`src/rtl/rgw_pkg.sv`:
```
package rgw_pkg;
  // defaults assume a 10 us tick
  localparam int unsigned FILT_DEF    = 20;      // 200 us
  localparam int unsigned STRETCH_DEF = 20000;   // 200 ms
  localparam int unsigned WDOG_DEF    = 160000;  // 1.6 s

  function automatic int unsigned cnt_w(input int unsigned n);
    return (n > 1) ? $clog2(n) : 1;
  endfunction
endpackage

```
`src/rtl/rgw_vm_filter.sv`:
```
module rgw_vm_filter #(
  parameter int unsigned FILT_TICKS = 20
) (
  input  logic clk_i,
  input  logic rst_ni,
  input  logic tick_i,
  input  logic vm_ok_i,
  output logic vm_f_o
);
  localparam int unsigned CW = rgw_pkg::cnt_w(FILT_TICKS);

  logic [CW-1:0] cnt_q;
  logic          vm_q;

  always_ff @(posedge clk_i or negedge rst_ni) begin
    if (!rst_ni) begin
      cnt_q <= '0;
      vm_q  <= 1'b0;
    end else if (vm_ok_i == vm_q) begin
      cnt_q <= '0;
    end else if (tick_i) begin
      if (cnt_q == CW'(FILT_TICKS - 1)) begin
        vm_q  <= vm_ok_i;
        cnt_q <= '0;
      end else begin
        cnt_q <= cnt_q + 1'b1;
      end
    end
  end

  assign vm_f_o = vm_q;

  // filtered state only moves on a tick
  p_filt_on_tick_r3: assert property (@(posedge clk_i) disable iff (!rst_ni)
    (vm_q != $past(vm_q)) |-> $past(tick_i));
  p_filt_follows_r3: assert property (@(posedge clk_i) disable iff (!rst_ni)
    (vm_q != $past(vm_q)) |-> (vm_q == $past(vm_ok_i)));
endmodule

```
`src/rtl/rgw_wde_edge.sv`:
```
module rgw_wde_edge (
  input  logic clk_i,
  input  logic rst_ni,
  input  logic lvl_i,
  input  logic hiz_i,
  output logic kick_o
);
  logic prev_q;

  always_ff @(posedge clk_i or negedge rst_ni) begin
    if (!rst_ni) prev_q <= 1'b0;
    else         prev_q <= lvl_i;
  end

  // either polarity kicks; floating input never does
  assign kick_o = !hiz_i && (lvl_i != prev_q);
endmodule

```
`src/rtl/rgw_wdog.sv`:
```
module rgw_wdog #(
  parameter int unsigned WDOG_TICKS = 160000
) (
  input  logic clk_i,
  input  logic rst_ni,
  input  logic tick_i,
  input  logic en_i,
  input  logic kick_i,
  input  logic rst_n_i,
  output logic timeout_o
);
  localparam int unsigned CW = rgw_pkg::cnt_w(WDOG_TICKS);

  logic [CW-1:0] cnt_q;
  logic          at_end;

  assign at_end    = (cnt_q == CW'(WDOG_TICKS - 1));
  assign timeout_o = tick_i && en_i && !kick_i && rst_n_i && at_end;

  always_ff @(posedge clk_i or negedge rst_ni) begin
    if (!rst_ni)                        cnt_q <= '0;
    else if (!rst_n_i || !en_i || kick_i) cnt_q <= '0;
    else if (tick_i)                    cnt_q <= at_end ? '0 : cnt_q + 1'b1;
  end

  p_no_overflow_r5: assert property (@(posedge clk_i) disable iff (!rst_ni)
    cnt_q <= CW'(WDOG_TICKS - 1));
  p_clear_in_reset_r9: assert property (@(posedge clk_i) disable iff (!rst_ni)
    !rst_n_i |=> (cnt_q == '0));
  p_clear_disabled_r7: assert property (@(posedge clk_i) disable iff (!rst_ni)
    !en_i |=> (cnt_q == '0));
  p_kick_clears_r6: assert property (@(posedge clk_i) disable iff (!rst_ni)
    kick_i |=> (cnt_q == '0));
endmodule

```
`src/rtl/rgw_stretch.sv`:
```
module rgw_stretch #(
  parameter int unsigned STRETCH_TICKS = 20000
) (
  input  logic clk_i,
  input  logic rst_ni,
  input  logic tick_i,
  input  logic vm_f_i,
  input  logic timeout_i,
  output logic rst_n_o
);
  localparam int unsigned CW = rgw_pkg::cnt_w(STRETCH_TICKS);

  logic [CW-1:0] cnt_q;
  logic          rst_n_q;

  always_ff @(posedge clk_i or negedge rst_ni) begin
    if (!rst_ni) begin
      cnt_q   <= '0;
      rst_n_q <= 1'b0;
    end else if (!vm_f_i || timeout_i) begin
      cnt_q   <= '0;
      rst_n_q <= 1'b0;
    end else if (!rst_n_q && tick_i) begin
      if (cnt_q == CW'(STRETCH_TICKS - 1)) begin
        rst_n_q <= 1'b1;
        cnt_q   <= '0;
      end else begin
        cnt_q <= cnt_q + 1'b1;
      end
    end
  end

  assign rst_n_o = rst_n_q;

  p_low_on_vm_r2: assert property (@(posedge clk_i) disable iff (!rst_ni)
    !vm_f_i |=> !rst_n_q);
  p_release_needs_vm_r4: assert property (@(posedge clk_i) disable iff (!rst_ni)
    $rose(rst_n_q) |-> ($past(vm_f_i) && $past(tick_i)));
  p_timeout_pulls_r5: assert property (@(posedge clk_i) disable iff (!rst_ni)
    timeout_i |=> !rst_n_q);
endmodule

```
`src/rtl/rst_gen_wdog.sv`:
```
module rst_gen_wdog #(
  parameter int unsigned FILT_TICKS    = rgw_pkg::FILT_DEF,
  parameter int unsigned STRETCH_TICKS = rgw_pkg::STRETCH_DEF,
  parameter int unsigned WDOG_TICKS    = rgw_pkg::WDOG_DEF
) (
  input  logic clk_i,
  input  logic rst_ni,
  input  logic tick_i,
  input  logic vm_ok_i,
  input  logic wde_lvl_i,
  input  logic wde_hiz_i,
  input  logic wd_off_i,
  output logic rst_no
);
  logic vm_f, kick, wd_en, timeout, rst_n_int;

  assign wd_en = !wde_hiz_i && !wd_off_i;

  rgw_vm_filter #(.FILT_TICKS(FILT_TICKS)) u_filt (
    .clk_i, .rst_ni, .tick_i, .vm_ok_i, .vm_f_o(vm_f)
  );

  rgw_wde_edge u_edge (
    .clk_i, .rst_ni, .lvl_i(wde_lvl_i), .hiz_i(wde_hiz_i), .kick_o(kick)
  );

  rgw_wdog #(.WDOG_TICKS(WDOG_TICKS)) u_wdog (
    .clk_i, .rst_ni, .tick_i, .en_i(wd_en), .kick_i(kick),
    .rst_n_i(rst_n_int), .timeout_o(timeout)
  );

  rgw_stretch #(.STRETCH_TICKS(STRETCH_TICKS)) u_str (
    .clk_i, .rst_ni, .tick_i, .vm_f_i(vm_f), .timeout_i(timeout),
    .rst_n_o(rst_n_int)
  );

  assign rst_no = rst_n_int;

  p_no_timeout_off_r8: assert property (@(posedge clk_i) disable iff (!rst_ni)
    wd_off_i |=> !$fell(rst_no) || !$past(vm_f, 1) || !vm_f);
endmodule

```
`config.mk`:
```
export PLATFORM = sky130hd
export DESIGN_NAME = rst_gen_wdog
export DESIGN_NICKNAME = d
export VERILOG_FILES = /design/src/rtl/rgw_pkg.sv /design/src/rtl/rgw_vm_filter.sv /design/src/rtl/rgw_wde_edge.sv /design/src/rtl/rgw_wdog.sv /design/src/rtl/rgw_stretch.sv /design/src/rtl/rst_gen_wdog.sv
export SDC_FILE = /design/constraint.sdc
export NUM_CORES = 1
export LEC_CHECK = 0
export ABC_CLOCK_PERIOD_IN_PS = 4850
export BUFFER_PORTS_ARGS = -buffer_cell sky130_fd_sc_hd__buf_2
export CAP_MARGIN = 10
export CORE_MARGIN = 1.5
export CORE_UTILIZATION = 56
export CTS_BUF_LIST = sky130_fd_sc_hd__clkbuf_16
export CTS_CLUSTER_DIAMETER = 40
export DETAILED_ROUTE_END_ITERATION = 12
export GPL_ROUTABILITY_DRIVEN = 0
export GPL_TIMING_DRIVEN = 0
export PLACE_DENSITY = 0.73
export SYNTH_ARGS = -nofsm -noshare
export SYNTH_HDL_FRONTEND = slang
export SYNTH_SLANG_ARGS = --single-unit
```
`constraint.sdc`:
```
create_clock -name clk_i -period 4.85 [get_ports clk_i]
set_clock_uncertainty 0.15 [all_clocks]
set_input_delay 0.7275 -clock clk_i [delete_from_list [all_inputs] [get_ports clk_i]]
set_output_delay 0.7275 -clock clk_i [all_outputs]
set_load 0.01 [all_outputs]
```
==> results.json <==
{
  "swShare_pct": 20.4,
  "cts_tree": "built",
  "place_ws_ns": 2.27,
  "required_ns": 4.88,
  "antennaDiodeCount": 0,
  "die_w_um": 67.7,
  "cts.clk_slew.worst_paths_ns": 0.06,
  "cts_setup_buffers": 0,
  "p_int_mw": 0.533,
  "combPwrFrac_pct": 2.9,
  "ys_seq_area_share_pct": 43.8,
  "synthArstFlopShare_pct": 100,
  "setup_slack_ns": 2.53,
  "cpMaxStageDelayCell": "clkbuf_1",
  "grt_max_degree": 42,
  "peakVddDrop_v": 0.000235,
  "antenna_found_initial": 0,
  "fmax_mhz": 431,
  "fillerInstances": 338,
  "min_period_ns": 2.32,
  "synth-edff-count": 0,
  "syn_nets": 248,
  "cts_made_buffers": 5,
  "drc": 0,
  "drtAntennaViolNets": 0,
  "netlist_area_um2": 2340,
  "rsz0062_at_grt": "no",
  "drtIter0Drc": 105,
  "cts_resized": 0,
  "rows": 23,
  "final_design_area_no_fill_um2": 2570,
  "endpoint_kind": "register",
  "cts_root_buf": "clkbuf_16",
  "synth_cells": 238,
  "reg2reg_from": "u_edge.prev_q$_DFF_PN0_",
  "postCtsHoldBufs": 0,
  "vias_per_cell": 6.33,
  "finalPower_mw": 0.670,
  "num_vias": 1905,
  "area_delta_synth_final_pct": 9.73,
  "synth_top_flop_cell": "dfrtp_1",
  "wl_um": 4830,
  "start_util_pct": 58.5,
  "grt_pass1_vias": 1791,
  "maxSlewViolCount": 0,
  "worst_hold_path_type": "reg2reg",
  "clk_latency_ns": 0.28,
  "start_kind": "primary input",
  "p_clk_share_pct": 45.5,
  "r2r_cells": 6,
  "final_util_pct": 64.2,
  "grt-ovfl-total": 0,
  "synth_xor_area_share_pct": 2.99,
  "crit_fanout": 10,
  "place_inst": 295,
  "fin_crit_sh_pct": 47.9,
  "io_pins": 8,
  "routedWlPerCell_um": 16.1,
  "avgSynthCellArea_um2": 9.84,
  "htreeDepth": 2,
  "synthAdderAreaFrac_pct": 1.60,
  "p_leak_nw": 1.14,
  "worstPathCellList": "buf_2 > xnor2_1 > nand3_1 > nor2_1 > clkbuf_1 > a21oi_1 > mux2i_1",
  "final_common_cell": "dfrtp_1",
  "placed_cell_area_um2": 2440,
  "path_class": "in2reg",
  "io_buffer_count": 7,
  "power_density_nw_per_um2": 261,
  "final_hold_viol_count": 0,
  "r2r-end": "u_wdog.cnt_q[15]$_DFFE_PN0P_",
  "startpoint": "wde_lvl_i",
  "clockBufferDepth": 2,
  "drive_gt1_share_pct": 13.5,
  "synth_compound_area_share_pct": 16.7,
  "setup_viol": 0,
  "chipHeight_um": 67.7,
  "max_stage_delay_ns": 0.47,
  "synthMuxAreaShare_pct": 2.73,
  "grt_pass1_wl_um": 8110,
  "switchingPower_mw": 0.136,
  "first_pass_iters": 4,
  "yosys_warnings": 0,
  "whs_ns": 0.372,
  "synth_top_family_by_area": "simple AND/OR/NAND/NOR gates",
  "dieArea_um2": 4580,
  "stdcell_count": 301,
  "core_um2": 4000,
  "mostFrequentLayoutCells": "dfrtp_1, nand2_1, nor2_1",
  "power_frac_seq_pct": 51.6,
  "layout.nets": 262,
  "arrival_ns": 2.36,
  "status": "finished, final reports clean",
  "yosys.area_share.simple_pct": 28.7,
  "synth_area_leaders": "dfrtp_1, nand3_1, nand2_1, nand4_1, nor2_1",
  "worstMarginPinSlew_ns": 0.908,
  "synthDistinctLibCells": 53,
  "endpoint": "u_wdog.cnt_q[15]$_DFFE_PN0P_",
  "clock-sinks": 41,
  "max-cap-violations": 0,
  "synth_seq_cells": 41,
  "timing.reg2reg.setup_slack_ns": 2.70,
  "synth_top_area_share_pct": 43.8,
  "grt_use_total_pct": 23.6,
  "slew_headroom_pct": 39.5,
  "synth_top_area_cell": "dfrtp_1",
  "dp_hpwl_um": 3300,
  "timing.setup.tns_ns": 0
}
[critical path: cells and delay by family]
kind | cells | cell delay, ns
AND/OR/NAND/NOR | 2 | 0.58
AO/OA/AOI/OAI | 1 | 0.09
buffers and inverters | 2 | 0.58
XOR/XNOR | 1 | 0.18
multiplexers | 1 | 0.20
[registers in the layout, summed over array words and instances (netlist names)]
name and flops:
u_filt.vm_f_o 1, u_str.cnt_q 15, u_filt.cnt_q 5, u_wdog.cnt_q 18, u_edge.prev_q 1, u_str.rst_n_o 1
[cell type report]
type | count | area [um^2] | share of cell area [%]
multi-input cells | 185 | 1230 | 48.0
repair buffers | 7 | 35.0 | 1.36
inverters | 3 | 11.3 | 0.438
clock buffers | 5 | 125 | 4.87
well taps | 50 | 62.6 | 2.44
flip-flops and latches | 41 | 1030 | 39.9
clock inverters | 1 | 5.00 | 0.195
plain buffers | 9 | 70.1 | 2.73
[cells in the mapped netlist, drive strengths merged (2+ instances only)]
| cell type | instances |
|---|---|
| or3 | 2 |
| a211o | 3 |
| o22ai | 5 |
| a22o | 7 |
| a41oi | 2 |
| nor3 | 6 |
| dfrtp | 41 |
| nand2 | 22 |
| and4 | 3 |
| o32ai | 4 |
| nor4 | 2 |
| nor2 | 19 |
| inv | 3 |
| o21ai | 9 |
| nand2b | 3 |
| xnor2 | 4 |
| nand4 | 14 |
| mux2 | 3 |
| and4bb | 2 |
| nor3b | 3 |
| a21o | 4 |
| xor2 | 4 |
| nor4b | 2 |
| buf | 8 |
| and3 | 8 |
| nor2b | 4 |
| a21oi | 14 |
| mux2i | 3 |
| nand3 | 18 |
| ha | 3 |
[worst min path at each step]
stage | startpoint | to | slack (ns) | cells after the start
after floorplan | rst_ni | u_edge.prev_q$_DFF_PN0_ | 0.28 | 0
after global placement | u_wdog.cnt_q[17]$_DFFE_PN0P_ | u_wdog.cnt_q[17]$_DFFE_PN0P_ | 0.36 | 2
after detailed placement | u_wdog.cnt_q[12]$_DFFE_PN0P_ | u_wdog.cnt_q[12]$_DFFE_PN0P_ | 0.36 | 1
after CTS | u_wdog.cnt_q[12]$_DFFE_PN0P_ | u_wdog.cnt_q[12]$_DFFE_PN0P_ | 0.37 | 1
after global routing | u_wdog.cnt_q[12]$_DFFE_PN0P_ | u_wdog.cnt_q[12]$_DFFE_PN0P_ | 0.40 | 1
final | u_wdog.cnt_q[12]$_DFFE_PN0P_ | u_wdog.cnt_q[12]$_DFFE_PN0P_ | 0.37 | 1
[routing by layer]
layer | GRT usage (%) | part of all wire, %
met1 | 29.3 | 47
met2 | 40.2 | 50
met3 | 5.17 | 2.0
met4 | 8.42 | 0.97
met5 | 0 | 0
[logic make-up (layout without fill, tap and decap cells)]
kind of cell | count (synthesis) | in the layout
compound gates | 55 | 55
xor+xnor | 8 | 8
fa+ha+maj | 3 | 3
buf+inv | 12 | 25
flops | 41 | 41
mux | 6 | 6
simple gates | 113 | 113
[power groups by stage]
stage          combinational, mW  sequential (mW)  clock [mW]
2_1_floorplan            0.00803            0.352           0
3_3_place_gp              0.0194            0.352           0
3_5_place_dp              0.0201            0.352           0
4_1_cts                   0.0201            0.346       0.311
5_1_grt                   0.0225            0.346       0.324
6_report                  0.0193            0.346       0.305
Note: power is estimated with default switching activity, not from simulation.
